`config.mk`:
```
export PLATFORM = sky130hd
export DESIGN_NAME = cfgsync_hunter
export DESIGN_NICKNAME = d
export VERILOG_FILES = /design/src/rtl/cfgsync_pkg.sv /design/src/rtl/cfgsync_dp.sv /design/src/rtl/cfgsync_ctrl.sv /design/src/rtl/cfgsync_hunter.sv
export SDC_FILE = /design/constraint.sdc
export NUM_CORES = 1
export LEC_CHECK = 0
export BUFFER_PORTS_ARGS = -buffer_cell sky130_fd_sc_hd__buf_4
export CORE_MARGIN = 1.5
export CORE_UTILIZATION = 27
export DETAILED_ROUTE_END_ITERATION = 12
export PLACE_DENSITY = 0.43
export SYNTH_ARGS = -nofsm -noshare
export SYNTH_HDL_FRONTEND = slang
export SYNTH_SLANG_ARGS = --single-unit
```
`constraint.sdc`:
```
create_clock -name clk -period 3.2 [get_ports clk]
set_input_delay 0.48 -clock clk [delete_from_list [all_inputs] [get_ports clk]]
set_output_delay 0.48 -clock clk [all_outputs]
set_load 0.005 [all_outputs]
```
`src/rtl/cfgsync_pkg.sv`:
```
package cfgsync_pkg;
  // Strobes from control to datapath
  typedef struct packed {
    logic shiftEn;  // push accepted byte into the history window
    logic countEn;  // advance the pre-lock byte counter
  } cfgStrobes_t;

  typedef enum logic [1:0] {
    ST_HUNT = 2'd0,
    ST_LOCK = 2'd1,
    ST_FAIL = 2'd2
  } hunterState_t;
endpackage

```
`src/rtl/cfgsync_dp.sv`:
```
module cfgsync_dp
  import cfgsync_pkg::*;
#(
  parameter int          MAX_HDR     = 4096,
  parameter int          TOKEN_BYTES = 4,
  parameter logic [31:0] TOKEN       = 32'h7EAA997E
) (
  input  logic        clk,
  input  logic        rst,
  input  logic [7:0]  inData,
  input  cfgStrobes_t strb,
  output logic        tokenHit,
  output logic        lastSlot,
  output logic [7:0]  outData
);
  localparam int HIST  = TOKEN_BYTES - 1;
  localparam int CNT_W = (MAX_HDR > 2) ? $clog2(MAX_HDR) : 1;
  localparam logic [CNT_W-1:0] LAST = CNT_W'(MAX_HDR - 1);

  logic [7:0]       lane [HIST];
  logic [CNT_W-1:0] hdrCnt;
  logic [8*TOKEN_BYTES-1:0] window;

  // History window: lane[0] holds the newest stored byte
  always_ff @(posedge clk) begin
    if (rst)              lane[0] <= '0;
    else if (strb.shiftEn) lane[0] <= inData;
  end

  for (genvar g = 1; g < HIST; g++) begin : g_lane
    always_ff @(posedge clk) begin
      if (rst)               lane[g] <= '0;
      else if (strb.shiftEn) lane[g] <= lane[g-1];
    end
  end

  // Window = oldest byte in the MSBs, incoming byte in the LSBs
  always_comb begin
    window = '0;
    window[7:0] = inData;
    for (int k = 0; k < HIST; k++) begin
      window[8*(k+1) +: 8] = lane[k];
    end
  end

  assign tokenHit = (window == TOKEN[8*TOKEN_BYTES-1:0]);

  always_ff @(posedge clk) begin
    if (rst)               hdrCnt <= '0;
    else if (strb.countEn) hdrCnt <= hdrCnt + 1'b1;
  end

  assign lastSlot = (hdrCnt == LAST);
  assign outData  = inData;
endmodule

```
`src/rtl/cfgsync_ctrl.sv`:
```
module cfgsync_ctrl
  import cfgsync_pkg::*;
(
  input  logic        clk,
  input  logic        rst,
  input  logic        inValid,
  input  logic        outReady,
  input  logic        tokenHit,
  input  logic        lastSlot,
  output cfgStrobes_t strb,
  output logic        inReady,
  output logic        outValid,
  output logic        locked,
  output logic        hdrError
);
  hunterState_t state, stateNext;
  logic huntTake;

  assign huntTake = (state == ST_HUNT) && inValid;

  always_comb begin
    stateNext = state;
    if (huntTake) begin
      if (tokenHit)      stateNext = ST_LOCK;
      else if (lastSlot) stateNext = ST_FAIL;
    end
  end

  always_ff @(posedge clk) begin
    if (rst) state <= ST_HUNT;
    else     state <= stateNext;
  end

  always_comb begin
    strb.shiftEn = huntTake;
    strb.countEn = huntTake;
    case (state)
      ST_HUNT: begin inReady = 1'b1;     outValid = 1'b0;    end
      ST_LOCK: begin inReady = outReady; outValid = inValid; end
      default: begin inReady = 1'b0;     outValid = 1'b0;    end
    endcase
  end

  assign locked   = (state == ST_LOCK);
  assign hdrError = (state == ST_FAIL);
endmodule

```
`src/rtl/cfgsync_hunter.sv`:
```
module cfgsync_hunter
  import cfgsync_pkg::*;
#(
  parameter int          MAX_HDR = 4096,
  parameter logic [31:0] TOKEN   = 32'h7EAA997E
) (
  input  logic       clk,
  input  logic       rst,
  input  logic       inValid,
  input  logic [7:0] inData,
  output logic       inReady,
  output logic       outValid,
  output logic [7:0] outData,
  input  logic       outReady,
  output logic       locked,
  output logic       hdrError
);
  cfgStrobes_t strb;
  logic tokenHit, lastSlot;

  cfgsync_dp #(.MAX_HDR(MAX_HDR), .TOKEN_BYTES(4), .TOKEN(TOKEN)) u_dp (
    .clk(clk), .rst(rst), .inData(inData), .strb(strb),
    .tokenHit(tokenHit), .lastSlot(lastSlot), .outData(outData)
  );

  cfgsync_ctrl u_ctrl (
    .clk(clk), .rst(rst), .inValid(inValid), .outReady(outReady),
    .tokenHit(tokenHit), .lastSlot(lastSlot), .strb(strb),
    .inReady(inReady), .outValid(outValid), .locked(locked), .hdrError(hdrError)
  );
endmodule

```
# [Word-level counts from Yosys, hierarchy flattened]
# Memory sizes are Yosys's and may differ from the RTL's.
# Index checks and enable logic that the tools add are counted.
[word_totals] reg_bits=14 mem_bits_rw=24 out_inout_bits=12 memories=1
[mem_list] name="u_dp.lane" words=3 width=8 rd=3 rd_clocked_by_memory_dff=0 write_ports=3 line="cfgsync_dp.sv:20" source="logic [7:0] lane [HIST];"
[op_classes] add_sub_neg=1 n_eq_ne=4 n_mux=12 n_bitwise=3 reduce_logical=4
[ops] cell="32-bit by 31-bit == test with 1-bit output, second input constant" count=1
[ops] cell="8-bit 2-to-1 mux" count=3
[ops] cell="12-bit by 1-bit adder with 12-bit output, second input constant" count=1
[ops] cell="12-bit == test, second input constant" count=1
[ops] cell="1-bit 2-to-1 mux" count=6
[ops] cell="2-bit 2-to-1 mux" count=2
[ops] cell="1-bit bitwise OR" count=3
[ops] cell="2-bit by 1-bit == test with 1-bit output, second input constant" count=1
[ops] cell="2-bit == test, second input constant" count=1
[ops] cell="2-bit zero test" count=1
[ops] cell="1-bit one-hot mux with 2 select lines" count=1
[ops] cell="2-bit AND reduction" count=1
[ops] cell="2-bit nonzero test" count=1
[ops] cell="1-bit logical AND" count=1

# [Logic depth before layout (Yosys ltp)]
[logic_depth] word_depth=6 ltp_mapped=5 depth_no_buf=5

# [Hierarchy]
# From an unflattened synthesis, not the netlist that was laid out.
[hier_totals] hier_cells=146 hier_area_um2=1715.4
[by_module_without_submodules] mod="cfgsync_dp" instances=1 cells_each=131 area_per_inst_um2=1595.3 seq_area_each_um2=960.9
[by_module_without_submodules] mod="cfgsync_ctrl" instances=1 cells_each=15 area_per_inst_um2=120.1 seq_area_each_um2=40.0

# [Least setup slack after synthesis]
# Ideal clock, no wire load.
[synth_path] path_kind="input to register" start="input port inValid" end="register u_dp.hdrCnt[11]" setup_ns=0.070 arrival_time_ns=1.826 setup_slack_ns=1.304 stages=5 path_cell_list="or3b_1 > buf_2 > or2_4 > or4_1 > a21oi_1"
[synth_between] elab_chain_len=1
[synth_rtl] element="start, declared" line="cfgsync_hunter.sv:9" source="input logic inValid,"
[synth_rtl] element="1-bit logical AND" line="cfgsync_ctrl.sv:19" source="assign huntTake = (state == ST_HUNT) && inValid;"
[synth_rtl] element="end signal, assigned" line="cfgsync_dp.sv:50" source="else if (strb.countEn) hdrCnt <= hdrCnt + 1'b1;"
[synth_rtl] element="end, declared" line="cfgsync_dp.sv:21" source="logic [CNT_W-1:0] hdrCnt;"
# No other way between the ends.
# A chain may end at the register's enable or synchronous reset.

# [Worst setup path after layout]
[layout_path] start="register u_ctrl.state[1]" end="register u_dp.hdrCnt[11]"
[layout_between] elab_chain_len=2
[layout_rtl] element="start, declared" line="cfgsync_ctrl.sv:16" source="hunterState_t state, stateNext;"
[layout_rtl] element="start signal, assigned" line="cfgsync_ctrl.sv:31" source="else state <= stateNext;"
[layout_rtl] element="2-bit zero test" line="cfgsync_ctrl.sv:19"
[layout_rtl] element="1-bit logical AND" line="cfgsync_ctrl.sv:19"
# No other way between the ends.

==> results.toml <==
[synthesis]
synth_fp_nets = 160
synth_top_family_by_area = "simple AND/OR/NAND/NOR gates"
ys_types = 32
synthTopCellsByArea = "edfxtp_1 43%, dfxtp_1 17%, and3_1 8.9%, buf_4 3.6%, xor2_1 2.6%"
ys_ff_latch = 38
synth-seq-area-share_pct = 59.4
synth.area.mux_share_pct = 0
yosys-top-cells-count = "24 x and3_1, 24 x edfxtp_1, 14 x dfxtp_1, 10 x nor2_1"
synth_top_cell_area_share_pct = 42.8
synthesis.area_um2 = 1690
synth-xor-area-share_pct = 4.68
synth_simple_gate_area_share_pct = 26.6
async_reset_ff_share_pct = 0
postSynthCellCount = 147
yosysTopAreaCell = "edfxtp_1"
synth_flop_cell = "edfxtp_1"
synth_fa_ha_area_share_pct = 0.742
avgSynthCellArea_um2 = 11.5
synth-edff-count = 24
ys_warn_count = 0
synth_compound_area_share_pct = 2.97

[detailed_routing]
antenna_left = 0
vias = 1108
drc_errors = 0
drt_iter0_markers = 34
wl_um = 3110
viasPerCell = 4.62
drt_pass1_iterations = 4
wl_per_cell_um = 12.9

[floorplan]
die_x_um = 82.0
die_area_um2 = 6720
ios = 24
core_area_um2 = 5990
die_h_um = 82.0
initial_core_util_pct = 28.1
rows = 28

[sta]
setup_viol = 0
rsz0062_at_grt = "no"
timing.hold.ws_ns = 0.465
tightest_slew_ns = 0.663
final_hold_viol_count = 0
slew_headroom_pct = 55.7
fin_setup_tns_ns = 0
finalMaxSlewViolations = 0
clock-skew-final_ns = 0.00354
min_period_ns = 1.90
fmax_mhz = 526
fin_ws_ns = 1.30
fin_crit_sh_pct = 59.5

[worst_setup_path]
crit_buf_inv = 0
cp_data_required_time_ns = 3.42
crit_path_cell_trace = "or3b_1 > or2_4 > or4_1 > a21oi_1"
endpoint_kind = "register"
crit_family = "simple AND/OR/NAND/NOR gates"
timing.rr.end = "u_dp.hdrCnt[11]"
cp_max_fo = 7
ff2ff_setup_slack_ns = 1.30
crit_type = "register to register"
rr_startpoint = "u_ctrl.state[1]"
startpoint = "u_ctrl.state[1]"
crit_slowest_cell = "or3b_1"
ff2ff_path_depth = 4
worstSetupPathDepth = 4
crit_path_start_kind = "register"
critPathMaxStageDelay_ns = 0.51
crit_end = "u_dp.hdrCnt[11]"
arrival_ns = 2.13

[clocking]
cts_tree = "yes"
clock_tree.buffer_depth = 2
clk_pin_slew_worst_paths_ns = 0.08
numCtsBuffers = 5
cts_resized = 0
hold_buffers = 0
htree_levels = 2
root_buffer = "clkbuf_8"
cts.sinks = 38
post-cts-setup-buffers = 0
insertion_delay_ns = 0.29

[power]
switching_share_pct = 20.9
pwr-share-comb_pct = 6.0
seq_power_share_pct = 54.6
power.switching_mw = 0.213
p_leak_nw = 0.829
p_int_mw = 0.805
finalPower_mw = 1.02
p_clk_share_pct = 39.3
power.density_nw_per_um2 = 510
peakVddDrop_uv = 178

[layout]
regArea_um2 = 1000
nets = 177
multi_input_area_um2 = 594
area_growth_pct = 18.3
fill_cells = 614
final_area_um2 = 1990
drive_gt1_share_pct = 21.2
n_antenna_cell = 0

[global_route]
antenna_found_initial = 0
grt_pass1_wl_um = 5100
grt_overflow = 0
grt_max_degree = 31
grt_use_total_pct = 10.2
first_global_vias = 1095

[min_path]
hold_class = "input pin to register"
min-delay-start = "rst"

[placement]
dp_slack_ns = 1.12
gp_congestion = 0.723
dpl.hpwl_um = 2030
postPlaceCellArea_um2 = 1880
numPortBuffers = 23

[run_status]
status = "completed"

[job]
drv_cap = 0
[area by class of cell]
| type | count | area share, % |
|---|---|---|
| inverter | 2 | 0.377 |
| clock buffer | 5 | 3.45 |
| timing repair buffer | 25 | 9.42 |
| clock inverter | 3 | 2.01 |
| tap | 75 | 4.71 |
| multi-input combinational | 92 | 29.8 |
| sequential | 38 | 50.2 |
[cells by family after synthesis]
| family | count (synthesis) |
|---|---|
| AND/OR/NAND/NOR | 74 |
| adder cells (fa/ha/maj) | 1 |
| XOR/XNOR | 9 |
| AO/OA/AOI/OAI | 8 |
| flip-flops | 38 |
| buffers and inverters | 17 |
[through the flow]
stage	utilization (%)	instances
after floorplan	-	147
after global placement	31.5	232
after detailed placement	31.5	232
after CTS	33.3	240
after global routing	33.3	240
final	33.3	240
[worst min-delay path by stage]
stage	endpoint	cells after the start
CTS	u_dp.hdrCnt[9]	2
detailed placement	u_ctrl.state[1]	2
global route	u_dp.hdrCnt[9]	2
floorplan	u_dp.hdrCnt[11]	2
global placement	u_dp.hdrCnt[1]	2
finish	u_dp.hdrCnt[9]	2
[power groups by stage]
stage               Clock, mW  Combinational, mW  Sequential (mW)
floorplan                   0             0.0393            0.564
global placement            0             0.0612            0.567
global route            0.426             0.0688            0.559
detailed placement          0             0.0626            0.567
finish                  0.400             0.0615            0.556
CTS                     0.407             0.0627            0.556
[state kept, by name, indices dropped and copies added, names as in the netlist]
signal,cells
u_ctrl.state,2
u_dp.hdrCnt,12
u_dp.lane,24
[per-layer routing]
layer,vias up,GRT usage (%),wire (µm)
li1,566,-,-
met1,521,12.9,1510
met2,17,16.3,1450
met3,4,3.11,113
met4,0,4.07,32
met5,-,0,0
[cell usage in the layout (no fill, tap or decap), drive strengths merged, types with 2 or more instances in the layout]
cell type | synthesis | routed
nor3 | 2 | 2
a21oi | 4 | 4
and2 | 3 | 3
inv | 2 | 2
buf | 9 | 25
nor2 | 10 | 10
nand4b | 2 | 2
nand4 | 5 | 5
nand2 | 8 | 8
dfxtp | 14 | 14
and3 | 24 | 24
nor4 | 2 | 2
nor2b | 2 | 2
xnor2 | 4 | 4
nor4bb | 4 | 4
nand3 | 4 | 4
and4b | 2 | 2
xor2 | 5 | 5
edfxtp | 24 | 24
clkinv | 0 | 2
clkbuf | 6 | 5
Note: power is estimated with default switching activity, not from simulation.
